`src/rtl/ps2_rx_pkg.sv`:
```
package ps2_rx_pkg;
  typedef enum logic [1:0] {
    ST_INIT = 2'd0,
    ST_IDLE = 2'd1,
    ST_RECV = 2'd2,
    ST_FULL = 2'd3
  } arb_st_t;

  localparam int FRAME_BITS = 11;

  // frame[0]=start, [8:1]=data LSB first, [9]=odd parity, [10]=stop
  function automatic logic frame_bad(input logic [FRAME_BITS-1:0] f);
    return f[0] | ~f[FRAME_BITS-1] | ~(^f[9:1]);
  endfunction
endpackage

```
`src/rtl/ps2_line_filter.sv`:
```
module ps2_line_filter #(
  parameter int FILT_LEN = 8
) (
  input  logic clk,
  input  logic rst_n,
  input  logic raw_i,
  output logic clean_o
);
  localparam int CW = $clog2(FILT_LEN + 1);

  logic          meta_q, sync_q;
  logic [CW-1:0] cnt_q, cnt_d;
  logic          out_q, out_d;

  always_ff @(posedge clk or negedge rst_n) begin
    if (!rst_n) begin
      meta_q <= 1'b1;
      sync_q <= 1'b1;
    end else begin
      meta_q <= raw_i;
      sync_q <= meta_q;
    end
  end

  always_comb begin
    cnt_d = '0;
    out_d = out_q;
    if (sync_q != out_q) begin
      if (cnt_q == CW'(FILT_LEN - 1)) begin
        out_d = sync_q;
      end else begin
        cnt_d = cnt_q + 1'b1;
      end
    end
  end

  always_ff @(posedge clk or negedge rst_n) begin
    if (!rst_n) begin
      cnt_q <= '0;
      out_q <= 1'b1;
    end else begin
      cnt_q <= cnt_d;
      out_q <= out_d;
    end
  end

  assign clean_o = out_q;

  // the filtered level only ever moves to a value the synchronizer held
  a_r11_filter_follow: assert property (@(posedge clk) disable iff (!rst_n)
    !$stable(out_q) |-> out_q == $past(sync_q));
endmodule

```
`src/rtl/ps2_frame_shift.sv`:
```
module ps2_frame_shift
  import ps2_rx_pkg::*;
#(
  parameter int TMO_CYCLES = 100000
) (
  input  logic                  clk,
  input  logic                  rst_n,
  input  logic                  run_i,
  input  logic                  fall_i,
  input  logic                  edge_i,
  input  logic                  dat_i,
  output logic                  done_o,
  output logic                  tmo_o,
  output logic [FRAME_BITS-1:0] frame_o
);
  localparam int BW = $clog2(FRAME_BITS + 1);
  localparam int TW = $clog2(TMO_CYCLES + 2);

  logic [FRAME_BITS-1:0] sh_q, sh_d;
  logic [BW-1:0]         cnt_q, cnt_d;
  logic [TW-1:0]         idle_q, idle_d;
  logic                  last_bit;

  assign last_bit = (cnt_q == BW'(FRAME_BITS - 1));

  always_comb begin
    sh_d   = sh_q;
    cnt_d  = cnt_q;
    idle_d = idle_q;
    if (!run_i) begin
      cnt_d  = '0;
      idle_d = '0;
    end else begin
      if (fall_i) begin
        sh_d  = {dat_i, sh_q[FRAME_BITS-1:1]};
        cnt_d = last_bit ? '0 : cnt_q + 1'b1;
      end
      if (edge_i) begin
        idle_d = '0;
      end else if (idle_q != TW'(TMO_CYCLES)) begin
        idle_d = idle_q + 1'b1;
      end
    end
  end

  always_ff @(posedge clk or negedge rst_n) begin
    if (!rst_n) begin
      sh_q   <= '0;
      cnt_q  <= '0;
      idle_q <= '0;
    end else begin
      sh_q   <= sh_d;
      cnt_q  <= cnt_d;
      idle_q <= idle_d;
    end
  end

  assign done_o  = run_i & fall_i & last_bit;
  assign tmo_o   = run_i & (idle_q == TW'(TMO_CYCLES));
  assign frame_o = {dat_i, sh_q[FRAME_BITS-1:1]};

  // the bit counter never passes the frame length
  a_r2_bitcnt_range: assert property (@(posedge clk) disable iff (!rst_n)
    cnt_q < BW'(FRAME_BITS));
  // the idle counter restarts whenever the receiver is parked
  a_r10_idle_clear: assert property (@(posedge clk) disable iff (!rst_n)
    !run_i |=> idle_q == '0);
endmodule

```
`src/rtl/ps2_dual_rx.sv`:
```
module ps2_dual_rx
  import ps2_rx_pkg::*;
#(
  parameter int FILT_LEN   = 8,
  parameter int TMO_CYCLES = 100000
) (
  input  logic       clk,
  input  logic       rst_n,
  input  logic       mouse_en_i,
  input  logic       kb_clk_i,
  input  logic       kb_dat_i,
  input  logic       ms_clk_i,
  input  logic       ms_dat_i,
  input  logic       rd_i,
  output logic       kb_clk_low_o,
  output logic       ms_clk_low_o,
  output logic [7:0] rx_byte_o,
  output logic       rx_port_o,
  output logic       rx_valid_o,
  output logic       rx_err_o
);
  localparam int NPORT  = 2;
  localparam int NLINE  = 2 * NPORT;

  logic [NLINE-1:0] raw_w, clean_w;
  logic [NLINE-1:0] prev_q;
  logic [NPORT-1:0] clk_f, dat_f, clk_fall, clk_edge, dat_fall, port_ok;

  // line order: {ms_dat, ms_clk, kb_dat, kb_clk}
  assign raw_w = {ms_dat_i, ms_clk_i, kb_dat_i, kb_clk_i};

  for (genvar i = 0; i < NLINE; i++) begin : g_line
    ps2_line_filter #(.FILT_LEN(FILT_LEN)) u_filt (
      .clk    (clk),
      .rst_n  (rst_n),
      .raw_i  (raw_w[i]),
      .clean_o(clean_w[i])
    );
  end

  always_ff @(posedge clk or negedge rst_n) begin
    if (!rst_n) prev_q <= '1;
    else        prev_q <= clean_w;
  end

  for (genvar p = 0; p < NPORT; p++) begin : g_port
    assign clk_f[p]    = clean_w[2*p];
    assign dat_f[p]    = clean_w[2*p+1];
    assign clk_fall[p] = prev_q[2*p] & ~clean_w[2*p];
    assign clk_edge[p] = prev_q[2*p] ^ clean_w[2*p];
    assign dat_fall[p] = prev_q[2*p+1] & ~clean_w[2*p+1] & clk_f[p];
  end

  assign port_ok = {mouse_en_i, 1'b1};

  arb_st_t               st_q, st_d;
  logic                  act_q, act_d;
  logic                  run_w, done_w, tmo_w;
  logic [FRAME_BITS-1:0] frame_w;
  logic                  cap_en;
  logic [7:0]            byte_q;
  logic                  port_q, err_q;

  assign run_w = (st_q == ST_RECV);

  ps2_frame_shift #(.TMO_CYCLES(TMO_CYCLES)) u_shift (
    .clk    (clk),
    .rst_n  (rst_n),
    .run_i  (run_w),
    .fall_i (clk_fall[act_q]),
    .edge_i (clk_edge[act_q]),
    .dat_i  (dat_f[act_q]),
    .done_o (done_w),
    .tmo_o  (tmo_w),
    .frame_o(frame_w)
  );

  always_comb begin
    st_d   = st_q;
    act_d  = act_q;
    cap_en = 1'b0;
    unique case (st_q)
      ST_INIT: if (rd_i) st_d = ST_IDLE;
      ST_IDLE: begin
        if (dat_fall[0] && port_ok[0]) begin
          st_d  = ST_RECV;
          act_d = 1'b0;
        end else if (dat_fall[1] && port_ok[1]) begin
          st_d  = ST_RECV;
          act_d = 1'b1;
        end
      end
      ST_RECV: begin
        if (done_w) begin
          st_d   = ST_FULL;
          cap_en = 1'b1;
        end else if (tmo_w) begin
          st_d = ST_IDLE;
        end
      end
      ST_FULL: if (rd_i) st_d = ST_IDLE;
      default: st_d = ST_INIT;
    endcase
  end

  always_ff @(posedge clk or negedge rst_n) begin
    if (!rst_n) begin
      st_q  <= ST_INIT;
      act_q <= 1'b0;
    end else begin
      st_q  <= st_d;
      act_q <= act_d;
    end
  end

  always_ff @(posedge clk or negedge rst_n) begin
    if (!rst_n) begin
      byte_q <= '0;
      port_q <= 1'b0;
      err_q  <= 1'b0;
    end else if (cap_en) begin
      byte_q <= frame_w[8:1];
      port_q <= act_q;
      err_q  <= frame_bad(frame_w);
    end
  end

  logic kb_hold, ms_hold;
  always_comb begin
    kb_hold = 1'b1;
    ms_hold = 1'b1;
    unique case (st_q)
      ST_IDLE: begin
        kb_hold = 1'b0;
        ms_hold = ~mouse_en_i;
      end
      ST_RECV: begin
        kb_hold = act_q;
        ms_hold = ~act_q;
      end
      default: begin
        kb_hold = 1'b1;
        ms_hold = 1'b1;
      end
    endcase
  end

  assign kb_clk_low_o = kb_hold;
  assign ms_clk_low_o = ms_hold;
  assign rx_byte_o    = byte_q;
  assign rx_port_o    = port_q;
  assign rx_err_o     = err_q;
  assign rx_valid_o   = (st_q == ST_FULL);

  // during reception at most one clock is released
  a_r4_single_talker: assert property (@(posedge clk) disable iff (!rst_n)
    run_w |-> $countones({~kb_clk_low_o, ~ms_clk_low_o}) <= 1);
  // a pending byte throttles both devices
  a_r5_hold_both: assert property (@(posedge clk) disable iff (!rst_n)
    rx_valid_o |-> kb_clk_low_o && ms_clk_low_o);
  // a read of a pending byte retires it on the next edge
  a_r6_read_clears: assert property (@(posedge clk) disable iff (!rst_n)
    rx_valid_o && rd_i |=> !rx_valid_o);
  // an unread result holds still
  a_r7_hold_stable: assert property (@(posedge clk) disable iff (!rst_n)
    rx_valid_o && !rd_i |=> rx_valid_o && $stable(rx_byte_o) && $stable(rx_port_o) && $stable(rx_err_o));
  // an abort never produces a result
  a_r10_abort_silent: assert property (@(posedge clk) disable iff (!rst_n)
    run_w && tmo_w && !done_w |=> !rx_valid_o);
  // a disabled mouse port is always inhibited
  a_r12_mouse_off: assert property (@(posedge clk) disable iff (!rst_n)
    !mouse_en_i |-> ms_clk_low_o);
endmodule

```
`config.mk`:
```
export PLATFORM = sky130hd
export DESIGN_NAME = ps2_dual_rx
export DESIGN_NICKNAME = d
export VERILOG_FILES = /design/src/rtl/ps2_rx_pkg.sv /design/src/rtl/ps2_line_filter.sv /design/src/rtl/ps2_frame_shift.sv /design/src/rtl/ps2_dual_rx.sv
export SDC_FILE = /design/constraint.sdc
export NUM_CORES = 1
export LEC_CHECK = 0
export BUFFER_PORTS_ARGS = -buffer_cell sky130_fd_sc_hd__buf_4
export CORE_UTILIZATION = 40
export CTS_BUF_LIST = sky130_fd_sc_hd__clkbuf_2
export DETAILED_ROUTE_END_ITERATION = 10
export PLACE_DENSITY = 0.67
export SYNTH_ARGS = -nofsm -noshare
export SYNTH_HDL_FRONTEND = slang
export SYNTH_HIERARCHICAL = 1
export SYNTH_SLANG_ARGS = --single-unit
```
`constraint.sdc`:
```
create_clock -name clk -period 3.4 [get_ports clk]
set_clock_uncertainty 0.2 [all_clocks]
set_input_delay 0.85 -clock clk [delete_from_list [all_inputs] [get_ports clk]]
set_output_delay 0.85 -clock clk [all_outputs]
set_load 0.05 [all_outputs]
```
==> summary.md, run 1 <==
The tools report the timing-limited maximum frequency as 330 MHz. The maximum fanout count along the critical path came out at 10. The gate count of the mapped netlist was 284; the global-route wire length before repair was 10,400 um.

The total area inside the core boundary comes to 0.00864 mm2. sky130_fd_sc_hd__dfrtp_1 takes more of the synthesized area than any other cell. Leaving out fill and tap cells, the most frequent cells in the layout are sky130_fd_sc_hd__dfrtp_1, sky130_fd_sc_hd__nor2_1, sky130_fd_sc_hd__mux2_2, sky130_fd_sc_hd__buf_4, sky130_fd_sc_hd__xnor2_1.

Cell at the root of the clock tree: sky130_fd_sc_hd__clkbuf_2. Leaving out fill and tap cells, the most frequent cell in the layout is sky130_fd_sc_hd__dfrtp_1. The tools report the worst slack after detailed placement as 0.730 ns.

The routed design could run at a clock period as short as 3.03 ns. The worst-case IR drop observed on VDD is 0.000433 V. Synthesis instantiated 42 different standard cells from the library.

Element type at the critical path end: an output pin. Prevailing post-synth register cell: sky130_fd_sc_hd__dfrtp_1. Relative to the synthesized area, the layout overhead comes to 11.8%. Proportion of netlist area held by the largest area contributor: 0.423.

The logs give 2,176 for the via count and 5840 um for the routed wire length. The number of H-tree levels was 3. The number of buffers added by the clock tree synthesis step is 9, and the synthesized area per cell is 12.5 um2.

The tools report the placed instance area as 0.00383 mm2. Dividing total power by cell area gives a power density of 557 mW/mm2. Smallest setup slack after layout: 0.367 ns. The routability congestion estimate from global placement is 0.742, and the die height is 96.2 um. The worst register-to-register path has a depth of 9.

The number of gates resized after CTS was 0. Ranked by total cell area, the synthesized netlist is headed by sky130_fd_sc_hd__dfrtp_1, sky130_fd_sc_hd__dfstp_2, sky130_fd_sc_hd__mux2_2. The count of cells in the finished layout, fillers not included, comes to 426. Counting flops with a built-in enable in the synthesized netlist gives 0.

The slowest library cell on the worst path is sky130_fd_sc_hd__dfrtp_1. Setup repair after global routing left no endpoint under its margin. For the via count of the first global-routing pass, the log shows 2,259. Number of detailed-route iterations in the first pass: 6. The hold violation count in the final report came out at 0. The fraction of synthesis flops using an asynchronous set or reset pin is 1.00, and the total routing usage reported by global routing is 0.147. After synthesis the cells add up to 0.00355 mm2.

The detail route stage leaves a number of antenna-violating nets equal to 0. The post-route clock period utilization is 0.892, and the leakage component of the power is 1.73 nW. Counting every net in the synthesized netlist gives 305. Once placement completed, the tool counted placed cells totaling 410. The per-cell via count in the routed design is 5.11. TritonCTS built the clock tree. The number of nets in the finished design is 334, and the proportion of layout cells with a drive suffix above 1 is 0.308. The flow ran to the end, and the final reports show no timing, DRC or antenna violations. The number of synthesized register bits works out to 76. In this run the critical register-to-register path is launched from g_line[0].u_filt/clean_o. 21 I/O pins were placed.

The critical path is of the register to output pin type. In the final routed layout, each cell accounts on average for 13.7 um. The run gives 2 as the maximum clock insertion buffer count.

From left edge to right edge, the die measures 96.2 um. The clock-pin slew on the worst setup and hold paths works out to 0.20 ns. STA classifies the critical path startpoint as a register. After clock tree synthesis, the flow added hold-fix buffers numbering 0. Fraction of the yosys area taken by sequential cells: 0.541.

The critical path ends at ms_clk_low_o. Setup violations remaining at the end of the flow were counted as 0. The final count of pins violating max slew came out at 0.

The detailed-route DRC error count is 0, and the max-cap check violation count is 0. Entering global routing, the biggest net connects 77 pins. The later pin in the worst-skew pair is clocked with a latency of 0.49 ns. The tree built by TritonCTS fans out to 76 sinks. The internal reg-to-reg setup slack is 0.73 ns, and the post-CTS setup repair buffer count is 0. The standard-cell row count is 34. The critical path data arrival time came out at 1.98 ns.

The first routing iteration left 108 violations. Buffers placed on the I/O ports in this run total 20. Detailed placement finished with a half-perimeter wire length of 3990 um. 0 antenna diodes ended up in the layout.

In this run the worst hold path is classified as register to register. The total negative setup slack is 0 ns. The worst register-to-register path ends at st_q[1]. Yosys printed 6 warnings. The required time reported for the critical path endpoint was 2.35 ns; the delay contributed by the slowest stage of the critical path was 0.46 ns. Summing all non-filler instances in the final layout gives an area of 0.00397 mm2. The logs give 0 for the number of antenna violations at the first check in global routing and 0 for the global-route congestion overflow total. The remaining max-slew budget at the tightest pin was 0.392. The cell that appears most often on the critical path is sky130_fd_sc_hd__inv_1. Walking the worst path, the cells encountered are inv_1 -> ha_1 -> inv_1 -> nor2_1 -> a21oi_1 -> nand2_1 -> buf_4. The die covers 0.00925 mm2.

The effective utilization at floorplan is 0.411, and the transition time at the pin with the least slew margin is 0.912 ns. The most critical setup path has its startpoint at st_q[0].
[report_power, final]
group,switching [mW],internal (mW)
clock,0.314,0.246
combinational,0.271,0.224
sequential,0.107,1.05
[final cells by class]
type	instances	area, um2
fill	809	4670
clock buffer	10	50.0
tap	108	135
sequential	76	1920
multi-input combinational	189	1550
inverter	15	56.3
clock inverter	6	88.8
timing repair buffer	22	165
[how the worst min path moves through the flow]
stage	startpoint	end	slack, ns	cells after the start
2_1_floorplan	g_line[0].u_filt/meta_q	g_line[0].u_filt/sync_q	0.15	0
3_3_place_gp	g_line[3].u_filt/meta_q	g_line[3].u_filt/sync_q	0.15	0
3_5_place_dp	g_line[3].u_filt/meta_q	g_line[3].u_filt/sync_q	0.15	0
4_1_cts	kb_clk_i	g_line[0].u_filt/meta_q	0.17	1
5_1_grt	kb_clk_i	g_line[0].u_filt/meta_q	0.17	1
6_report	g_line[3].u_filt/meta_q	g_line[3].u_filt/sync_q	0.17	0
[metrics by stage]
step	hold slack, ns	utilization	power, mW
floorplan	0.145	-	1.54
global placement	0.146	0.444	1.66
detailed placement	0.147	0.444	1.67
CTS	0.170	0.460	2.24
global route	0.167	0.460	2.33
finish	0.170	0.460	2.21
[cell usage after synthesis, types with 2 or more instances]
cell                       number
sky130_fd_sc_hd__xor2_1         7
sky130_fd_sc_hd__dfstp_2       16
sky130_fd_sc_hd__a21boi_0       3
sky130_fd_sc_hd__nand3b_1       7
sky130_fd_sc_hd__ha_1          13
sky130_fd_sc_hd__a211oi_2       4
sky130_fd_sc_hd__o21ai_0        7
sky130_fd_sc_hd__and4b_1        2
sky130_fd_sc_hd__and2_1         2
sky130_fd_sc_hd__mux2_4         5
sky130_fd_sc_hd__nor2b_1        7
sky130_fd_sc_hd__a21oi_1        8
sky130_fd_sc_hd__and4_2         5
sky130_fd_sc_hd__mux2i_1        2
sky130_fd_sc_hd__nand3_1        6
sky130_fd_sc_hd__mux2_2        22
sky130_fd_sc_hd__nor3_1         2
sky130_fd_sc_hd__nand2b_1       4
sky130_fd_sc_hd__nand4b_1       4
sky130_fd_sc_hd__nand2_1        9
sky130_fd_sc_hd__inv_1         15
sky130_fd_sc_hd__nand4_1        7
sky130_fd_sc_hd__dfrtp_1       60
sky130_fd_sc_hd__nor4_1         4
sky130_fd_sc_hd__clkbuf_1       3
sky130_fd_sc_hd__nor2_1        22
sky130_fd_sc_hd__nor3b_2        4
sky130_fd_sc_hd__xnor2_1       20
[sequential cells by signal (all words and copies together) (netlist names)]
signal and flops:
act_q 1, g_line.u_filt/clean_o 4, g_line.u_filt/cnt_q 16, g_line.u_filt/meta_q 4, g_line.u_filt/sync_q 4, prev_q 4, rx_byte_o 8, rx_err_o 1
rx_port_o 1, st_q 2, u_shift/cnt_q 4, u_shift/idle_q 17, u_shift/sh_q 10
[cell families (layout without fill, tap and decap cells)]
family,after synthesis,in the layout,synth area share
AND/OR/NAND/NOR,94,94,0.172
AO/OA/AOI/OAI,25,25,0.0504
adder cells (fa/ha/maj),13,13,0.0458
flip-flops,76,76,0.541
multiplexers,29,29,0.0966
buffers and inverters,19,53,0.0211
XOR/XNOR,28,28,0.0730
[critical path, delay by kind of cell (launching register included)]
family / cells / cell delay [ns]
AO/OA/AOI/OAI: 1 / 0.06
buffers and inverters: 3 / 0.41
AND/OR/NAND/NOR: 2 / 0.24
flip-flops: 1 / 0.46
adder cells (fa/ha/maj): 1 / 0.34
[layer usage]
metal,GRT usage,up-vias,part of all wire
li1,-,1053,-
met1,0.187,1099,0.48
met2,0.244,19,0.49
met3,0.0371,5,0.024
met4,0.0485,0,0.0096
met5,0,-,0
Note: power is estimated with default switching activity, not from simulation.
==> run 2, diff against run 1 <==
- RECOVER_POWER: not set -> 25
==> run 2 against run 1 <==
Effect of this change: the run now ends with max-capacitance violations, max-slew violations left; routed wire length grew 0.39%; sequential cell count stayed put; global-route usage did not move; design area shrank 0.44%; critical path type unchanged; critical endpoint unchanged.
==> summary.md, run 2 (same netlist as run 1, synthesis figures left out) <==
Flip-flop count of the largest register, all copies and words added: 17 (unchanged). For the internal power component, the log shows 1.51 mW (-0.87%). The detailed-route DRC error count is 0 (unchanged), and the average routed wire per standard cell is 13.8 um (+0.39%). The maximum fanout count along the critical path is 10 (unchanged). The logs give 2,259 (unchanged) for the via count of the first global-routing pass and 0.000429 V (-1.1%) for the peak supply drop. The logs give 1.98 ns (about the same) for the critical path data arrival time and 34 (unchanged) for the standard-cell row count. More flip-flops sit in one register than any other, and that register is u_shift/idle_q. The number of H-tree levels is 3 (unchanged). The final reports fail on max-capacitance violations, max-slew violations. TritonCTS built the clock tree. The logs give 0.523 (about the same) for the part of the power in registers and 2.35 ns (about the same) for the required time reported for the critical path endpoint. The full die area was 0.00925 mm2 (unchanged). The tools report the count of boundary I/O pins as 21 (unchanged). The switching share of power came out at 0.314 (+0.000504).

Clock-pin slew on the worst setup and hold paths: 0.20 ns (about the same). The share of total power in combinational logic is 0.222 (-0.002). The total power density per cell area works out to 555 mW/mm2 (-0.36%). The run gives 811 (+0.25%) as the count of filler cells inserted in the layout. The critical path in this run is classified as register to output pin.

The per-cell via count in the routed design was 5.11 (about the same); the die height was 96.2 um (unchanged). The count of hold buffers inserted by post-cts repair was 0 (unchanged); the worst hold slack was 0.170 ns (+0.0000180 ns). Leaving out fill and tap cells, the most frequent cells in the layout are sky130_fd_sc_hd__dfrtp_1, sky130_fd_sc_hd__nor2_1, sky130_fd_sc_hd__mux2_2. The tools report the global-route congestion overflow total as 0 (unchanged). The global-route wire length before repair was 10,400 um (unchanged); the later-pin clock latency in the skew report was 0.49 ns (about the same). The logs give 0 ns (unchanged) for the total negative setup slack and 1.72 nW (-0.49%) for the leakage component of the power. The run gives 0.00864 mm2 (unchanged) as the core area. Walking the worst path, the cells encountered are inv_1 -> ha_1 -> inv_1 -> nor2_1 -> a21oi_1 -> nand2_1 -> buf_4. The die width came out at 96.2 um (unchanged). Compared with the post-synthesis result, the final layout area differs by 11.4%. The number of nets in the finished design was 334 (unchanged); the port buffer count was 20 (unchanged).

The post-cts gate resize count is 0 (unchanged), and the final-report setup violation count is 0 (unchanged). The run gives 0 (unchanged) as the number of antenna-violating nets in the routed design. The logs give 77 (unchanged) for the pin count of the biggest net entering global routing and -0.197 (-0.589) for the remaining max-slew budget at the tightest pin. For the count of clock tree sinks, the log shows 76 (unchanged).

The tools report the net switching component of the power as 688 uW (-0.64%). The DRC violation total after the first TritonRoute iteration was 105 (-2.8%). STA classifies the critical path startpoint as a register. The largest registers in the layout are u_shift/idle_q: 17 flops, g_line.u_filt/cnt_q: 16 flops, u_shift/sh_q: 10 flops.

The effective utilization at floorplan came out at 0.411 (unchanged). The shortest clock period the worst path allows after layout came out at 3.03 ns (+0.00154 ns). The element type at the critical path end was an output pin.

The register cell area after layout was 0.00192 mm2 (unchanged). The delay contributed by the slowest stage of the critical path works out to 0.46 ns (about the same). The maximum clock insertion buffer count was 2 (unchanged); the final count of pins violating max slew was 77 (+77).

The run finished, with violations left. The number of inserted diodes is 0 (unchanged). The number of buffers added by the clock tree synthesis step came out at 9 (unchanged). Slowest library cell on the worst path: sky130_fd_sc_hd__dfrtp_1. The combined area of the multi-input logic cells is 0.00154 mm2 (-0.97%). Clock power share: 0.255 (+0.002). The core occupancy in the finished layout is 0.458 (-0.00203). The via count was 2,175 (-0.046%). The max-cap check violation count was 1 (+1); the number of detailed-route iterations in the first pass was 6 (unchanged).

Most prevalent standard cell on the critical path: sky130_fd_sc_hd__inv_1. In this run the worst hold path is classified as register to register. The transition time at the pin with the least slew margin is 1.79 ns (+0.883 ns), and the timing-limited maximum frequency is 330 MHz (about the same). The leading cell type in the layout, fill and taps excluded was sky130_fd_sc_hd__dfrtp_1. The tools report the HPWL reported at the end of detailed placement as 3990 um (unchanged). The cell at the root of the clock tree is sky130_fd_sc_hd__clkbuf_2. The post-route clock period utilization came out at 0.893 (about the same).

The routed wire length is 5860 um (+0.39%). The hold violation count in the final report was 0 (unchanged); the proportion of layout cells with a drive suffix above 1 was 0.286 (-0.0220). Total routing usage reported by global routing: 0.147 (unchanged).

Setup repair after global routing left no endpoint under its margin. The run gives 0.742 (unchanged) as the routability congestion estimate from global placement. The post-CTS setup repair buffer count was 0 (unchanged); the number of antenna violations at the first check in global routing was 0 (unchanged).
## run 2: cell count changes in the layout (fill, tap and decap cells not counted)
cell | previous run | this run
sky130_fd_sc_hd__clkbuf_4 | 0 | 4
sky130_fd_sc_hd__nor3b_2 | 4 | 1
sky130_fd_sc_hd__buf_4 | 22 | 17
sky130_fd_sc_hd__dfstp_2 | 16 | 12
sky130_fd_sc_hd__dfstp_1 | 0 | 4
sky130_fd_sc_hd__nor3b_1 | 1 | 4
sky130_fd_sc_hd__clkbuf_2 | 10 | 11
## run 2: routing by layer
metal	vias up	GRT usage	wire length, um
li1	1053	-	-
met1	1098	0.187	2820
met2	19	0.244	2840
met3	5	0.0371	140
met4	0	0.0485	56
met5	-	0	0
## run 2: worst paths after layout
check | depth (start not counted) | slack, ns | start | endpoint
max | 7 | 0.37 | st_q[0] | ms_clk_low_o
min | 0 | 0.17 | g_line[3].u_filt/meta_q | g_line[3].u_filt/sync_q
max reg2reg | 9 | 0.68 | g_line[0].u_filt/clean_o | st_q[1]
min reg2reg | 0 | 0.17 | g_line[3].u_filt/meta_q | g_line[3].u_filt/sync_q
max in group asynchronous | 1 | 1.32 | rst_n | rx_byte_o[5]
min in group asynchronous | 1 | 0.62 | rst_n | g_line[3].u_filt/cnt_q[2]
## run 2: final cells by class
cell class,instances,area share
multi-input combinational,189,0.389
sequential,76,0.486
inverter,15,0.0142
timing repair buffer,22,0.0412
clock inverter,6,0.0225
clock buffer,10,0.0127
tap,108,0.0342
## run 2: power by group through the flow
stage                     sequential [mW]  combinational (mW)  clock (mW)
after global placement               1.17               0.490           0
after floorplan                      1.14               0.397           0
final                                1.15               0.487       0.560
after global routing                 1.17               0.544       0.606
after detailed placement             1.17               0.502           0
after CTS                            1.16               0.507       0.579
## run 2: worst max-delay path: cells and delay by family, from the launching register on
kind	cells	cell delay [ns]
adders and majority gates	1	0.34
buffers and inverters	3	0.41
AOI/OAI and AO/OA	1	0.06
DFF	1	0.46
and+or+nand+nor	2	0.24
## run 2: per-stage QoR
step | area [um2] | setup WS, ns | cells | total power, mW
final | 3950 | 0.365 | 426 | 2.19
after global routing | 3950 | 0.180 | 426 | 2.32
after CTS | 3970 | 0.327 | 426 | 2.24
after detailed placement | 3830 | 0.730 | 410 | 1.67
after global placement | 3830 | 0.813 | 410 | 1.66
after floorplan | 3550 | 0.688 | 284 | 1.54
==> run 3, diff against run 2 <==
- CORE_ASPECT_RATIO: not set -> 1.4
- clock period: 3.4 -> 3.6 ns (I/O delays scaled with it)
==> run 3 against run 2 <==
Effect of this change: the flow still finishes with violations (max-capacitance violations, max-slew violations); via count fell by 1.1%; largest power group unchanged; sequential power fell by 6%; register-to-register slack improved by 0.14 ns; utilization barely moved.
==> summary.md, run 3 (same netlist as run 1, synthesis figures left out) <==
The number of detailed-route iterations in the first pass was 4 (-2). The total power density per cell area came out at 526 mW/mm2 (-5.3%). The worst hold-check path type was register to register. The run gives 0.253 (-0.002) as the clock power share.

The internal power component was 1.42 mW (-5.9%). The logs give 2 (unchanged) for the maximum clock insertion buffer count and 0.82 ns (+0.14 ns) for the internal reg-to-reg setup slack. The run gives 2.07 mW (-5.7%) as the post-layout total power. The max-cap check violation count is 1 (unchanged). The transition time at the pin with the least slew margin is 1.87 ns (+0.0703 ns). In this run the critical register-to-register path is launched from g_line[2].u_filt/clean_o. The critical path in this run is classified as register to output pin. The tools report the standard-cell row count as 40 (+18%). The core occupancy in the finished layout was 0.457 (about the same). The final reports fail on max-capacitance violations, max-slew violations.

The path with the worst hold slack has its endpoint at g_line[2].u_filt/sync_q. The average routed wire per standard cell is 14.1 um (+2.3%), and the final count of pins violating max slew is 77 (unchanged). The full die area is 0.00926 mm2 (about the same).

The tools report the number of H-tree levels as 3 (unchanged). For the non-filler instance count after layout, the log shows 421 (-1.2%). The logs give 0 (unchanged) for the number of antenna violations at the first check in global routing and 5930 um (+1.1%) for the routed wire length.

The net switching component of the power was 652 uW (-5.2%). The register cell area after layout is 0.00192 mm2 (unchanged), and the die height is 113 um (+18%). The post-route clock period utilization was 0.902; the flip-flop count of the largest register, all copies and words added was 17 (unchanged). The worst register-to-register path ends at st_q[1]. The tools report the element type at the critical path end as an output pin. The number of nets in the finished design was 332 (-0.60%); the number of cells in the design after placement was 405 (-1.2%).

The tools report the count of clock tree sinks as 76 (unchanged). The number of cells traversed by the worst register-to-register path works out to 8 (-1). The run gives 71 (-32%) as the DRC violation total after the first TritonRoute iteration.

met2 is the most crowded layer. Share of total power in combinational logic: 0.223 (about the same). The switching share of power is 0.315 (+0.00154), and the count of filler cells inserted in the layout is 825 (+1.7%).

TritonCTS built the clock tree. The met2 demand-to-capacity share in global routing was 0.228 (-0.0163); the port buffer count was 20 (unchanged). From synthesis to final layout, the design area changed by 10.9%. The hold violation count in the final report was 0 (unchanged). Clock-pin slew on the worst setup and hold paths: 0.22 ns (+0.02 ns). The tools report the cell at the root of the clock tree as sky130_fd_sc_hd__clkbuf_2. The die width is 81.6 um (-15%).

The logs give 9 (unchanged) for the number of buffers added by the clock tree synthesis step and 0 (unchanged) for the global-route congestion overflow total. For the total negative setup slack, the log shows 0 ns (unchanged). The tools report the post-route standard cell area excluding fillers as 0.00394 mm2 (-0.41%). The post-cts gate resize count came out at 0 (unchanged).

In this run the most critical hold path is launched from g_line[2].u_filt/meta_q. The final-report setup violation count was 0 (unchanged). For the via count, the log shows 2,152 (-1.1%).

The pin count of the biggest net entering global routing is 77 (unchanged). For this run, the top clock speed supported by timing is 308 MHz. The total routing usage reported by global routing is 0.148 (+0.000960), and the worst hold slack is 0.169 ns (-0.000980 ns).

The proportion of layout cells with a drive suffix above 1 is 0.278 (-0.00768). In the final layout, the registers with the most flip-flops are u_shift/idle_q: 17 flops, g_line.u_filt/cnt_q: 16 flops, u_shift/sh_q: 10 flops. The tools report the core area as 0.00861 mm2 (-0.32%). The combined area of the multi-input logic cells came out at 0.00154 mm2 (+0.33%).

For the worst slack after detailed placement, the log shows 0.826 ns (+0.0961 ns). The number of inserted diodes was 0 (unchanged). The number of antenna-violating nets in the routed design came out at 0 (unchanged). The tools report the remaining max-slew budget at the tightest pin as -0.244 (-0.0469). Nature of the critical path startpoint: a register. The routability congestion estimate from global placement was 0.802 (+8.1%).

The flow ran to the end, but the final reports show violations. The clock period could shrink to 3.25 ns. The leading cell type in the layout, fill and taps excluded is sky130_fd_sc_hd__dfrtp_1. The tools report the leakage component of the power as 1.71 nW (-0.70%). The fraction of met3 tracks used by global routing was 0.0408 (+0.00368); the global-route wire length before repair was 10,300 um (-0.94%). For the critical path data arrival time, the log shows 2.15 ns (+0.17 ns). The required time reported for the critical path endpoint is 2.50 ns (+0.15 ns), and the HPWL reported at the end of detailed placement is 4050 um (+1.5%).

The tools report the smallest setup slack after layout as 0.354 ns (-0.0111 ns). The run gives 0.190 (+0.00310) as the global routing met1 resource utilization. Effective utilization at floorplan: 0.412 (+0.00131).

The register with the most flip-flops in the final layout is u_shift/idle_q. The detailed-route DRC error count is 0 (unchanged), and the peak supply drop is 0.000303 V (-29%). The tools report the post-CTS setup repair buffer count as 0 (unchanged). The later-pin clock latency in the skew report is 0.51 ns (+0.02 ns). The maximum fanout count along the critical path was 13 (+3). In the layout the commonest cells are sky130_fd_sc_hd__dfrtp_1, sky130_fd_sc_hd__nor2_1, sky130_fd_sc_hd__mux2_2.

The per-cell via count in the routed design was 5.11 (+0.12%). The placed instance area is 0.00381 mm2 (-0.49%). The tools report the count of boundary I/O pins as 21 (unchanged). Setup repair after global routing left no endpoint under its margin. The part of the power in registers was 0.523 (about the same). The hold-critical path depth is 0 (unchanged), and the via count of the first global-routing pass is 2,169 (-4.0%).

The tools report the count of hold buffers inserted by post-cts repair as 0 (unchanged).
## run 3: cell types whose count changed in the layout (fill, tap and decap cells not counted), sizes merged
cell and change:
clkinv +1, clkbuf -1, buf -2
## run 3: layer usage
metal	vias up	share of wire
met1	1064	0.46
met4	0	0.020
met3	11	0.023
met2	24	0.49
li1	1053	-
met5	-	0
## run 3: how the worst max path moves through the flow
stage / slack [ns] / endpoint / start / cells past startpoint
2_1_floorplan: 0.84 / kb_clk_low_o / st_q[0] / 4
3_3_place_gp: 0.87 / st_q[1] / g_line[2].u_filt/clean_o / 8
3_5_place_dp: 0.83 / st_q[1] / g_line[2].u_filt/clean_o / 8
4_1_cts: 0.31 / ms_clk_low_o / st_q[0] / 7
5_1_grt: 0.13 / ms_clk_low_o / st_q[0] / 7
6_report: 0.35 / ms_clk_low_o / st_q[0] / 7
## run 3: power by group through the flow
| stage | registers, mW | logic [mW] | clock network, mW |
|---|---|---|---|
| after floorplan | 1.08 | 0.375 | 0 |
| after global placement | 1.10 | 0.464 | 0 |
| after detailed placement | 1.11 | 0.469 | 0 |
| after CTS | 1.09 | 0.476 | 0.545 |
| after global routing | 1.10 | 0.519 | 0.577 |
| final | 1.08 | 0.462 | 0.524 |
## run 3: area by class of cell
cell class / count / share of cell area
sequential: 76 / 0.488
tap: 105 / 0.0334
inverter: 15 / 0.0143
timing repair buffer: 20 / 0.0375
clock inverter: 7 / 0.0232
multi-input combinational: 189 / 0.392
clock buffer: 9 / 0.0114
## run 3: critical path: stages (launching register included)
cell                      delay, ns
sky130_fd_sc_hd__dfrtp_1       0.46
sky130_fd_sc_hd__inv_1         0.07
sky130_fd_sc_hd__ha_1          0.41
sky130_fd_sc_hd__inv_1         0.16
sky130_fd_sc_hd__nor2_1        0.15
sky130_fd_sc_hd__a21oi_1       0.06
sky130_fd_sc_hd__nand2_1       0.11
sky130_fd_sc_hd__buf_4         0.21
